===== src/rtl/recip_pkg.sv =====
package recip_pkg;
  typedef enum logic [1:0] {
    ST_IDLE  = 2'd0,
    ST_ARMED = 2'd1,
    ST_COUNT = 2'd2,
    ST_DONE  = 2'd3
  } meter_state_t;
endpackage


===== src/rtl/recip_rst_sync.sv =====
// Asynchronous assert, synchronous release of the active-low reset.
module recip_rst_sync #(
  parameter int STAGES = 2
) (
  input  logic clk,
  input  logic rst_n,
  output logic rst_n_sync
);
  logic [STAGES-1:0] chain_q;
  logic [STAGES-1:0] chain_d;

  always_comb chain_d = {chain_q[STAGES-2:0], 1'b1};

  always_ff @(posedge clk or negedge rst_n) begin
    if (!rst_n) chain_q <= '0;
    else        chain_q <= chain_d;
  end

  assign rst_n_sync = chain_q[STAGES-1];
endmodule


===== src/rtl/recip_edge_sync.sv =====
// Brings the asynchronous input into the clock domain and flags rising edges.
module recip_edge_sync #(
  parameter int STAGES = 2
) (
  input  logic clk,
  input  logic rst_n,
  input  logic async_in,
  output logic rise
);
  logic [STAGES:0] pipe_q;
  logic [STAGES:0] pipe_d;

  always_comb pipe_d = {pipe_q[STAGES-1:0], async_in};

  always_ff @(posedge clk or negedge rst_n) begin
    if (!rst_n) pipe_q <= '0;
    else        pipe_q <= pipe_d;
  end

  assign rise = pipe_q[STAGES-1] & ~pipe_q[STAGES];
endmodule


===== src/rtl/recip_down_ctr.sv =====
// Loadable counter of remaining input periods.
module recip_down_ctr #(
  parameter int W = 24
) (
  input  logic         clk,
  input  logic         rst_n,
  input  logic         load,
  input  logic [W-1:0] load_val,
  input  logic         dec,
  output logic         zero
);
  logic [W-1:0] cnt_q;
  logic [W-1:0] cnt_d;

  always_comb begin
    cnt_d = cnt_q;
    if (load)     cnt_d = load_val;
    else if (dec) cnt_d = cnt_q - W'(1);
  end

  always_ff @(posedge clk or negedge rst_n) begin
    if (!rst_n) cnt_q <= '0;
    else        cnt_q <= cnt_d;
  end

  assign zero = (cnt_q == '0);
endmodule


===== src/rtl/recip_ref_ctr.sv =====
// Two-stage elapsed-time counter: narrow fast stage carrying into wide slow stage.
module recip_ref_ctr #(
  parameter int LO_W = 8,
  parameter int HI_W = 32,
  localparam int TOT_W = LO_W + HI_W
) (
  input  logic             clk,
  input  logic             rst_n,
  input  logic             clr,
  input  logic             en,
  output logic [TOT_W-1:0] total,
  output logic             wrap
);
  logic [LO_W-1:0] lo_q, lo_d;
  logic [HI_W-1:0] hi_q, hi_d;
  logic            lo_carry;
  logic            hi_en;

  assign lo_carry = &lo_q;
  assign hi_en    = en & lo_carry;

  always_comb begin
    lo_d = lo_q;
    if (clr)     lo_d = '0;
    else if (en) lo_d = lo_q + LO_W'(1);
  end

  always_comb begin
    hi_d = hi_q;
    if (clr)        hi_d = '0;
    else if (hi_en) hi_d = hi_q + HI_W'(1);
  end

  always_ff @(posedge clk or negedge rst_n) begin
    if (!rst_n) lo_q <= '0;
    else        lo_q <= lo_d;
  end

  always_ff @(posedge clk or negedge rst_n) begin
    if (!rst_n) hi_q <= '0;
    else        hi_q <= hi_d;
  end

  assign total = {hi_q, lo_q};
  assign wrap  = hi_en & (&hi_q) & ~clr;
endmodule


===== src/rtl/recip_freq_meter.sv =====
module recip_freq_meter #(
  parameter int PRESET_W = 24,
  parameter int LO_W     = 8,
  parameter int HI_W     = 32,
  parameter int SYNC_W   = 2,
  localparam int TOT_W   = LO_W + HI_W
) (
  input  logic                clk_ref,
  input  logic                rst_n,
  input  logic                start,
  input  logic [PRESET_W-1:0] preset_in,
  input  logic                sig_in,
  output logic                done,
  output logic                overflow,
  output logic [PRESET_W-1:0] preset_out,
  output logic [TOT_W-1:0]    ref_total
);
  import recip_pkg::*;

  logic                rst_n_i;
  logic                sig_rise;
  logic                periods_zero;
  logic                cnt_en;
  logic                dec_en;
  logic                wrap;
  meter_state_t        state_q, state_d;
  logic                ovf_q, ovf_d;
  logic [PRESET_W-1:0] preset_q, preset_d;

  recip_rst_sync #(.STAGES(2)) rst_sync_i (
    .clk        (clk_ref),
    .rst_n      (rst_n),
    .rst_n_sync (rst_n_i)
  );

  recip_edge_sync #(.STAGES(SYNC_W)) edge_i (
    .clk      (clk_ref),
    .rst_n    (rst_n_i),
    .async_in (sig_in),
    .rise     (sig_rise)
  );

  assign cnt_en = (state_q == ST_COUNT) && !periods_zero && !start;
  assign dec_en = cnt_en && sig_rise;

  recip_down_ctr #(.W(PRESET_W)) periods_i (
    .clk      (clk_ref),
    .rst_n    (rst_n_i),
    .load     (start),
    .load_val (preset_in),
    .dec      (dec_en),
    .zero     (periods_zero)
  );

  recip_ref_ctr #(.LO_W(LO_W), .HI_W(HI_W)) elapsed_i (
    .clk   (clk_ref),
    .rst_n (rst_n_i),
    .clr   (start),
    .en    (cnt_en),
    .total (ref_total),
    .wrap  (wrap)
  );

  always_comb begin
    state_d = state_q;
    if (start) begin
      state_d = ST_ARMED;
    end else begin
      unique case (state_q)
        ST_IDLE:  state_d = ST_IDLE;
        ST_ARMED: if (sig_rise)     state_d = ST_COUNT;
        ST_COUNT: if (periods_zero) state_d = ST_DONE;
        ST_DONE:  state_d = ST_DONE;
        default:  state_d = ST_IDLE;
      endcase
    end
  end

  always_comb begin
    ovf_d = ovf_q;
    if (start)     ovf_d = 1'b0;
    else if (wrap) ovf_d = 1'b1;
  end

  always_comb begin
    preset_d = preset_q;
    if (start) preset_d = preset_in;
  end

  always_ff @(posedge clk_ref or negedge rst_n_i) begin
    if (!rst_n_i) begin
      state_q  <= ST_IDLE;
      ovf_q    <= 1'b0;
      preset_q <= '0;
    end else begin
      state_q  <= state_d;
      ovf_q    <= ovf_d;
      preset_q <= preset_d;
    end
  end

  assign done       = (state_q == ST_DONE);
  assign overflow   = ovf_q;
  assign preset_out = preset_q;
endmodule


===== config.mk =====
export PLATFORM = sky130hd
export DESIGN_NAME = recip_freq_meter
export DESIGN_NICKNAME = d
export VERILOG_FILES = /design/src/rtl/recip_pkg.sv /design/src/rtl/recip_rst_sync.sv /design/src/rtl/recip_edge_sync.sv /design/src/rtl/recip_down_ctr.sv /design/src/rtl/recip_ref_ctr.sv /design/src/rtl/recip_freq_meter.sv
export SDC_FILE = /design/constraint.sdc
export NUM_CORES = 1
export LEC_CHECK = 0
export CORE_MARGIN = 4
export CORE_UTILIZATION = 56
export CTS_CLUSTER_SIZE = 12
export DETAILED_ROUTE_END_ITERATION = 12
export PLACE_DENSITY = 0.85
export SYNTH_ARGS = -nofsm -noshare
export SYNTH_HDL_FRONTEND = slang
export SYNTH_HIERARCHICAL = 1
export SYNTH_SLANG_ARGS = --single-unit

===== constraint.sdc =====
create_clock -name clk_ref -period 9.6 [get_ports clk_ref]
set_clock_uncertainty 0.15 [all_clocks]
set_input_delay 2.88 -clock clk_ref [delete_from_list [all_inputs] [get_ports clk_ref]]
set_output_delay 2.88 -clock clk_ref [all_outputs]
set_load 0.01 [all_outputs]

======== Word-level counts from Yosys, hierarchy flattened ========
Index checks and enable logic that the tools add are counted.
word-level totals
  flip-flop bits (word level) ............. 96
  word-level logic and storage cells ...... 48
cells by class
  add/sub/neg operators ................... 3
  equality and inequality tests ........... 5
  multiplexer cells ....................... 12
  bitwise logic cells ..................... 6
  reduce and logical (&&, ||, !) cells .... 14
operators with widths
  kind                     number
  $mux W32                 2
  $mux W24                 2
  $add A32 B1 Y32 const B  1
  $reduce_and A32 Y1       1
  $logic_not A24 Y1        1
  $sub A24 B1 Y24 const B  1
  $mux W8                  2
  $add A8 B1 Y8 const B    1
  $pmux W2 S4              1
  $reduce_and A8 Y1        1
  $reduce_bool A2 Y1       4
  $mux W2                  3
  $ne A3 B3 Y1 const B     2
  $and A1 B1 Y1            4
  $eq A2 B2 Y1 const B     2
  $logic_and A1 B1 Y1      3
  $eq A2 B1 Y1 const B     1
  $logic_not A1 Y1         2
  $logic_not A2 Y1         1
  $mux W1                  2
  $not A1 Y1               2
  $reduce_and A2 Y1        1

======== Logic depth before layout (Yosys ltp) ========
Gate-level depths: netlist of the first run.
  depth in word-level cells ............... 9
  depth in mapped cells ................... 13

======== Modules after synthesis ========
The synthesis of the first run kept the hierarchy.
by module, submodules not included
  module            times used  cells an instance  area each (µm²)
  recip_ref_ctr     1           238                2204.6
  recip_down_ctr    1           159                1410.1
  recip_freq_meter  1           65                 1068.5
  recip_edge_sync   1           4                  88.8
  recip_rst_sync    1           3                  53.8

======== Least setup slack after synthesis of the first run ========
No wires, ideal clock.
  path kind ............................... input to register
  start point ............................. in start
  end point ............................... reg elapsed_i.hi_q[28]
  data arrival time ....................... 4853 ps
  required time ........................... 9325 ps
  slack ................................... 4472 ps
  stages .................................. 8
  buffers on the path ..................... 3
  path through ............................ buf_6 nor4b_4 buf_4 nand4_1 or4_1 buf_2 nor4b_1 mux2_2
on the way
  word-level cells in the longest chain between the ends .. 4
ends and longest elaborated chain
  item                                 line                    text
  start: declaration                   recip_freq_meter.sv:10  input logic start,
  $logic_not A1 Y1                     recip_freq_meter.sv:43  assign cnt_en = (state_q == ST_COUNT) && !periods_zero && !start;
  $logic_and A1 B1 Y1                  recip_freq_meter.sv:43
  via cnt_en                           recip_freq_meter.sv:23  logic cnt_en;
  $and A1 B1 Y1                        recip_ref_ctr.sv:20     assign hi_en = en & lo_carry;
  $reduce_bool A2 Y1 (no source line)  n/a
  end signal: assignment               recip_ref_ctr.sv:41     else hi_q <= hi_d;
  end: declaration                     recip_ref_ctr.sv:15     logic [HI_W-1:0] hi_q, hi_d;
The timed path passes the listed nets, and every way through them passes these cells.
A chain may end at the register's enable or synchronous reset.

======== Worst setup path in the final report of the first run ========
  start point ............................. in start
  end point ............................... reg periods_i.cnt_q[14]
on the way
  word-level cells in the longest chain between the ends .. 4
ends and longest elaborated chain
  item                                 line                    text
  $logic_not A1 Y1                     recip_freq_meter.sv:43
  $logic_and A1 B1 Y1                  recip_freq_meter.sv:43
  via cnt_en                           recip_freq_meter.sv:23
  $logic_and A1 B1 Y1                  recip_freq_meter.sv:44  assign dec_en = cnt_en && sig_rise;
  via dec_en                           recip_freq_meter.sv:24  logic dec_en;
  $reduce_bool A2 Y1 (no source line)  n/a
  end signal: assignment               recip_down_ctr.sv:23    else cnt_q <= cnt_d;
  end: declaration                     recip_down_ctr.sv:12    logic [W-1:0] cnt_q;
The timed path passes the listed nets, and every way through them passes these cells.

==> results of run 1 <==
[metal layers]
layer  vias up  track usage, %  wire, um
met3        24            4.43       670
met4         0            10.2       256
li1       1893               -         -
met2       154            34.6      5120
met1      1947            31.7      4970
met5         -               0         0
[registers in the layout (all words and copies together), names as in the netlist]
register / count
overflow: 1
edge_i/pipe_q: 3
periods_i/cnt_q: 24
elapsed_i/hi_q: 32
preset_out: 24
state_q: 2
elapsed_i/lo_q: 8
rst_sync_i/chain_q: 2
[per-stage QoR]
step / util (%) / total power [mW] / std cells / hold WS, ps / area [um2]
after floorplan: - / 0.502 / 469 / 181 / 4830
after global placement: 69.5 / 0.546 / 642 / 39.5 / 5770
after detailed placement: 69.5 / 0.550 / 642 / 43.1 / 5770
after CTS: 72.3 / 0.848 / 658 / 52.6 / 6000
after global routing: 72.3 / 0.877 / 658 / 66.8 / 6000
final: 72.3 / 0.839 / 658 / 42.5 / 6000
[layout make-up]
cell class                      count  area, um2  area share [%]
Timing Repair Buffer               95        943            15.7
Multi-Input combinational cell    336       2250            37.6
Inverter                           10       37.5           0.626
Tap cell                          105        131            2.19
Clock inverter                      6       91.3            1.52
Clock buffer                       10        138            2.29
Sequential cell                    96       2410            40.1
[how the worst min path moves through the flow]
stage	start	end	slack [ps]	depth (start not counted)
CTS	rst_sync_i/chain_q[1]	elapsed_i/hi_q[7]	50	0
global route	rst_sync_i/chain_q[1]	elapsed_i/lo_q[6]	70	0
global placement	rst_sync_i/chain_q[1]	elapsed_i/lo_q[7]	40	0
finish	rst_sync_i/chain_q[1]	elapsed_i/lo_q[6]	40	0
floorplan	edge_i/pipe_q[0]	edge_i/pipe_q[1]	180	0
detailed placement	rst_sync_i/chain_q[1]	elapsed_i/lo_q[5]	40	0
[power breakdown]
group | switching, mW | internal [mW] | leakage [nW] | total, mW
combinational | 0.0441 | 0.0525 | 0.920 | 0.0966
clock | 0.141 | 0.155 | 0.117 | 0.297
sequential | 0.0200 | 0.426 | 1.22 | 0.446
total | 0.206 | 0.633 | 2.25 | 0.839
[worst max-delay path, stage by stage]
cell and delay (ps):
buf_4 130, nor4b_4 490, and2_1 340, nor4bb_1 790, nand3_1 220, o311ai_0 460
[synthesized netlist by cell type (all sizes together)]
cell     number
mux2         29
nand2b        3
a21o          1
o31a          1
or4          25
o21ai        23
nor4         11
or4b          2
o41ai         2
xor2          8
and2          4
ha            4
dfrtp        96
a31oi        10
nand2        31
a21oi        23
o21ba         1
or3          10
o31ai        19
o311ai        1
nor4bb        1
nor2         35
and3          3
nor2b         6
nand3b        3
or3b          1
nand4b        2
or2           5
xnor2        15
mux2i         2
clkbuf       18
and4          5
conb          1
nand4        18
buf           9
nor3b         1
nor3         15
nor4b         2
nand4bb       1
nand3        11
inv          10
o211ai        1
[logic make-up (layout without fill, tap and decap cells)]
group	Yosys count	in the layout
simple gates	195	195
compound gates	82	82
fa+ha+maj	4	4
other cells	1	1
mux	31	31
flops	96	96
buf+inv	37	121
xor+xnor	23	23
==> metrics.txt, run 1 <==
worst r2r src periods_i/cnt_q[7]; Fmax 190 MHz; post-cts hold buffer count 0; number of I/O pins 94; ranking of synthesized cells by area dfrtp_1 50%, mux2_2 5.4%, or4_1 3.9%, o31ai_1 3.0%, nor2_1 2.7%; synth unique cells 50; pwr/cell area 140 mW/mm2; via count 4018; pin count of the biggest net entering global routing 103; initial core utilization 58.1%; crit path time final 5260 ps; largest family of logic cells by synthesized area simple AND/OR/NAND/NOR gates; Max Slew Vio Count 0; Port Buf Inserts 93; Synth Area in Adders 1.04%; critical path capture point type register; Layout Nets 580; core area 0.00830 mm2; CTS resizes 0; Core Rows 33; GP Congestion 0.869; Syn Inst Count 469; Remaining Overflow, GRT 0; htree depth 3; initial antenna violation count 0; reg2reg end periods_i/cnt_q[14]; GRT Util Overall 22.8%; # DRC 0; share of cells above drive strength 1 11.0%; worst r2r path cells 8; Final Setup Violations 0; detailed router's first-iteration violation count 308; Yosys top cell by area dfrtp_1; Routed WL 11000 um; first-pass GRT wire length 18800 um; CP Launch Type primary input; Worst Path Arrival 5320 ps; worst reg-to-reg setup slack 5990 ps; Max FO, Critical Path 8; CTS tree yes; maxcap violations 0; Die Span Y 101 um; router iterations before antenna repair 4; setup bufs post-CTS 0; Clock Path Buffers 2; Clock transition at path regs 90 ps; worst slack, placed 4040 ps; yosys warns 6; post-synthesis xor/xnor area fraction 4.17%; die width 101 um; Yosys top cell area share 49.8%; Tcrit/Tclk final 54.7%; endpoints failing hold 0; worst endpoint required time 9670 ps; HPWL after DPL 7610 um; Synth Area in Compound Gates 10.3%; CP Capture Point periods_i/cnt_q[14]; Max VDD drop 0.0839 mV; number of CTS-inserted buffers 9; Final WS setup 4340 ps; sequential share of the synthesized area 49.8%; post-synthesis simple-gate area fraction 23.5%; vias per cell 6.11; commonest non-fill, non-tap cell in the layout dfrtp_1; CP startpoint start; Slew @ Worst Pin 1070 ps; Slew HR 28.6%; Clock Sink Count 96; status completed; antenna viol nets, final 0; RSZ-0062 raised after global routing false; number of global-route vias before repair 3929; Synthesized Nets 501; most frequent cells in the layout 95 x dfrtp_1, 92 x clkdlybuf4s50_1, 35 x nor2_1; Synth-to-Final Area Change 24.3%; Pleak 2.25 nW; Clk Latency, worst-skew pair 360 ps; fillers 568; n_diodes 0; Fin Setup TNS 0 ps; Hold Path Class reg2async; Die Area 0.0102 mm2; Post-Syn Area 0.00483 mm2; CTS root buf clkbuf_8; WL/cell 16.7 um; Seq cells post-synth 96; post-synthesis mux area share 7.65%; Avg Cell Area, Syn 10.3 um2; CP Class in2reg
No activity file was read; power rests on OpenSTA's default activity.
==> inputs of run 2 (changes only) <==
--- a/config.mk
+++ b/config.mk
@@ -6,10 +6,10 @@
 export NUM_CORES = 1
 export LEC_CHECK = 0
 export CORE_MARGIN = 4
-export CORE_UTILIZATION = 56
+export CORE_UTILIZATION = 52
 export CTS_CLUSTER_SIZE = 12
 export DETAILED_ROUTE_END_ITERATION = 12
-export PLACE_DENSITY = 0.85
+export PLACE_DENSITY = 0.8
 export SYNTH_ARGS = -nofsm -noshare
 export SYNTH_HDL_FRONTEND = slang
 export SYNTH_HIERARCHICAL = 1
==> constraint.sdc (replaced) <==
create_clock -name clk_ref -period 5 [get_ports clk_ref]
set_clock_uncertainty 0.15 [all_clocks]
set_input_delay 1.5 -clock clk_ref [delete_from_list [all_inputs] [get_ports clk_ref]]
set_output_delay 1.5 -clock clk_ref [all_outputs]
set_load 0.01 [all_outputs]
==> run 2 against run 1 <==
Net effect: register-to-register slack got worse by 4400 ps; routed wire length increased by 3.0%; critical path depth did not move; sequential share of layout area up 0.23 points; sequential power rose by 92%; global-route usage down 0.80 points; via count increased by 1.2%; clock-buffer cell count is 2 higher; die area increased by 7.1%; worst hold slack better by 36 ps; combinational power grew 90%; first-iteration DRC count is 36% lower; critical path type unchanged; critical endpoint is now elapsed_i/hi_q[28].
==> metrics.txt, run 2 (synthesis results as in run 1) <==
pin count of the biggest net entering global routing 72; die width 104 um; share of cells above drive strength 1 11.0%; detailed router's first-iteration violation count 196; setup bufs post-CTS 0; WL/cell 17.1 um; CP max stage cell or4_1; initial core utilization 54.3%; Die Span Y 104 um; Die Area 0.0109 mm2; CP Cell Sequence buf_4, nor4b_4, nand4_1, or4_1, nor4b_1, mux2_2; Pleak 2.23 nW; most frequent cells in the layout 95 x dfrtp_1, 92 x clkdlybuf4s50_1, 35 x nor2_1; worst reg-to-reg setup slack 1560 ps; initial antenna violation count 0; Fin Setup TNS 0 ps; CTS root buf clkbuf_8; worst r2r src periods_i/cnt_q[4]; Clock Sink Count 96; number of I/O pins 94; CP Launch Type primary input; worst slack, placed 814 ps; Synth-to-Final Area Change 23.6%; Slew @ Worst Pin 914 ps; Worst Path Arrival 3920 ps; via count 4065; number of CTS-inserted buffers 9; post-cts hold buffer count 0; worst endpoint required time 5110 ps; antenna viol nets, final 0; endpoints failing hold 0; Core Util, Final 67.1%; GP Congestion 0.839; CTS tree yes; hold_ws 78.4 ps; CP Class in2reg; Max VDD drop 0.156 mV; Hold Path Class reg2async; reg2reg end elapsed_i/hi_q[28]; Final WS setup 1190 ps; critical path capture point type register; status completed; Clock Path Buffers 2; router iterations before antenna repair 5; CTS resizes 0; largest reg by FF count elapsed_i/hi_q; Remaining Overflow, GRT 0; Design Area, Final 0.00597 mm2; Clk Latency, worst-skew pair 370 ps; Port Buf Inserts 93; max reg flops 32; Placed Cells 646; Max Slew Vio Count 0; total power 1.52 mW; core area 0.00889 mm2; Clock transition at path regs 90 ps; Tcrit/Tclk final 76.2%; GRT Util Overall 22.0%; Final Setup Violations 0; Slew HR 39.1%; HPWL after DPL 7960 um; Core Rows 34; Max FO, Critical Path 34; Area after DPL 0.00578 mm2; Fmax 262 MHz; # DRC 0; crit path time final 3810 ps; pwr/cell area 255 mW/mm2; RSZ-0062 raised after global routing false; Non-Filler Instances 662; Layout Nets 581; first-pass GRT wire length 19800 um; n_diodes 0; Routed WL 11300 um; commonest non-fill, non-tap cell in the layout dfrtp_1; htree depth 3; number of global-route vias before repair 4108; maxcap violations 0; max incr delay on CP 710 ps; worst r2r path cells 8; vias per cell 6.14
## run 2: cell types whose count changed in the layout (fill, tap and decap cells not counted), sizes merged
cell,before,now
bufinv,2,0
clkbuf,10,12
clkinvlp,0,2
buf,3,4
clkinv,3,2
inv,11,10
## run 2: routing by layer
layer | share of wire (%) | wire length, um | GRT usage, % | vias to the layer above
met5 | 0 | 0 | 0 | -
met4 | 1.9 | 217 | 9.50 | 0
met3 | 5.0 | 573 | 3.41 | 18
met2 | 49 | 5520 | 35.5 | 135
met1 | 44 | 5040 | 29.5 | 2029
li1 | - | - | - | 1883
## run 2: worst max path at each step
stage / start / to / slack (ps)
final: start / elapsed_i/hi_q[28] / 1190
after global routing: start / periods_i/cnt_q[11] / 980
after CTS: start / elapsed_i/hi_q[28] / 1200
after detailed placement: start / elapsed_i/hi_q[28] / 810
after global placement: start / elapsed_i/hi_q[28] / 890
after floorplan: start / elapsed_i/hi_q[28] / 1250
## run 2: area by class of cell
cell class / count / area, um2
Multi-Input combinational cell: 336 / 2250
Sequential cell: 96 / 2410
Tap cell: 108 / 135
Clock inverter: 4 / 28.8
Inverter: 10 / 37.5
Clock buffer: 12 / 155
Timing Repair Buffer: 96 / 951
Fill cell: 713 / 2920
## run 2: power breakdown
part	total [mW]	leakage (nW)	switching [mW]	internal [mW]
logic	0.184	0.925	0.0829	0.101
clock network	0.483	0.0886	0.274	0.209
registers	0.857	1.22	0.0394	0.817
## run 2: critical path, delay by kind of cell
kind,cells,cell delay [ps]
buffers and inverters,1,220
muxes,1,380
and+or+nand+nor,4,1800
==> inputs of run 3 (changes only) <==
==> constraint.sdc (replaced) <==
create_clock -name clk_ref -period 3.7 [get_ports clk_ref]
set_clock_uncertainty 0.15 [all_clocks]
set_input_delay 1.11 -clock clk_ref [delete_from_list [all_inputs] [get_ports clk_ref]]
set_output_delay 1.11 -clock clk_ref [all_outputs]
set_load 0.01 [all_outputs]
==> run 3 against run 2 <==
Net effect: combinational power up 34%; first-iteration DRC count up 16%; cell count up 1.1%; non-clock buffer count up 7; register-to-register slack worse by 1000 ps; critical path type is now reg2reg; critical endpoint is now elapsed_i/hi_q[27].
==> metrics.txt, run 3 (synthesis results as in run 1) <==
Hold Path Origin rst_sync_i/chain_q[0]; GRT Util Overall 21.3%; Max FO, Critical Path 10; number of I/O pins 94; Clk Latency, worst-skew pair 360 ps; router iterations before antenna repair 5; Area after DPL 0.00584 mm2; Die Area 0.0109 mm2; HPWL after DPL 7950 um; vias per cell 6.05; part of the power in registers 55.7%; maxcap violations 0; number of CTS-inserted buffers 9; core area 0.00889 mm2; worst slack, placed 268 ps; GP Congestion 0.880; CP Launch Type register; via count 4048; Slew HR 39.0%; first-pass GRT wire length 19300 um; setup bufs post-CTS 0; Core Rows 34; detailed router's first-iteration violation count 227; max reg flops 32; Core Util, Final 67.8%; post-cts hold buffer count 0; Routed WL 11400 um; Clk pwr share 32.5%; crit path time final 3150 ps; CP startpoint periods_i/cnt_q[13]; Sw Ratio 25.5%; Max VDD drop 0.216 mV; CTS resizes 0; RSZ-0062 raised after global routing false; Placed Cells 653; htree depth 3; Fmax 318 MHz; Clock Path Buffers 2; hold depth 0; Pleak 2.27 nW; status completed; Design Area, Final 0.00603 mm2; commonest non-fill, non-tap cell in the layout dfrtp_1; Final Setup Violations 0; Gate power share 11.8%; net switching power 0.532 mW; reg2reg end elapsed_i/hi_q[27]; Max Slew Vio Count 0; CTS tree yes; Layout Nets 588; worst reg-to-reg setup slack 550 ps; largest reg by FF count elapsed_i/hi_q; critical path capture point type register; initial antenna violation count 0; Hold Path Class reg2reg; Hold EP rst_sync_i/chain_q[1]; worst r2r src periods_i/cnt_q[13]; WL/cell 17.0 um; Tcrit/Tclk final 85.1%; Synth-to-Final Area Change 24.9%; Pint 1.56 mW; Slew @ Worst Pin 916 ps; share of cells above drive strength 1 11.9%; Fin Setup TNS 0 ps; worst endpoint required time 3790 ps; die width 104 um; Clock transition at path regs 100 ps; pin count of the biggest net entering global routing 64; pwr/cell area 347 mW/mm2; Port Buf Inserts 93; CP Class reg2reg; Final WS setup 550 ps; CTS root buf clkbuf_8; Die Span Y 104 um; Remaining Overflow, GRT 0; Non-Filler Instances 669; endpoints failing hold 0; number of global-route vias before repair 3969; # DRC 0; Worst Path Arrival 3240 ps; fillers 688; worst r2r path cells 9; antenna viol nets, final 0; Clock Sink Count 96; most frequent cells in the layout 95 x dfrtp_1, 92 x clkdlybuf4s50_1, 35 x nor2_1; initial core utilization 54.3%; n_diodes 0
## run 3: cell count changes in the layout (fill, tap and decap cells not counted)
| cell | change |
|---|---|
| buf_4 | +7 |
| clkbuf_8 | -2 |
| bufinv_16 | +1 |
| clkbuf_1 | +1 |
## run 3: final cells by class
class                   instances  area, um2  share of cell area, %
inverters                      10       37.5                  0.623
repair buffers                103       1000                   16.7
clock buffers                  11        131                   2.18
flip-flops and latches         96       2410                   39.9
multi-input cells             336       2250                   37.4
clock inverters                 5       58.8                  0.976
well taps                     108        135                   2.24
## run 3: power by group through the flow
stage | Sequential (mW) | Combinational (mW) | Clock (mW)
finish | 1.16 | 0.247 | 0.679
global route | 1.17 | 0.269 | 0.741
CTS | 1.16 | 0.249 | 0.691
detailed placement | 1.18 | 0.247 | 0
global placement | 1.18 | 0.240 | 0
floorplan | 1.19 | 0.112 | 0
## run 3: per-layer routing
layer	track usage, %	up-vias	part of all wire (%)
met5	0	-	0
met4	7.98	0	1.4
met3	4.10	12	5.6
met2	33.5	140	48
met1	29.3	1991	45
li1	-	1905	-
## run 3: how the worst max path moves through the flow
stage	endpoint	slack [ps]	cells past startpoint
after global placement	elapsed_i/hi_q[28]	320	6
after CTS	elapsed_i/hi_q[27]	560	9
final	elapsed_i/hi_q[27]	550	9
after floorplan	elapsed_i/hi_q[28]	340	8
after global routing	elapsed_i/hi_q[29]	250	9
after detailed placement	elapsed_i/hi_q[28]	270	6
## run 3: per-stage QoR
| step | hold slack (ps) | power [mW] |
|---|---|---|
| detailed placement | 189 | 1.43 |
| finish | 215 | 2.09 |
| global route | 222 | 2.18 |
| floorplan | 181 | 1.30 |
| CTS | 219 | 2.10 |
| global placement | 184 | 1.42 |
## run 3: critical path, cell delays in order (launching register included)
cell and delay (ps):
dfrtp_1 430, nor3_1 480, nand4b_1 230, nor3_1 460, nor4b_4 100, buf_4 180
and4_1 250, nand4_1 340, nor4_1 110, mux2_2 320
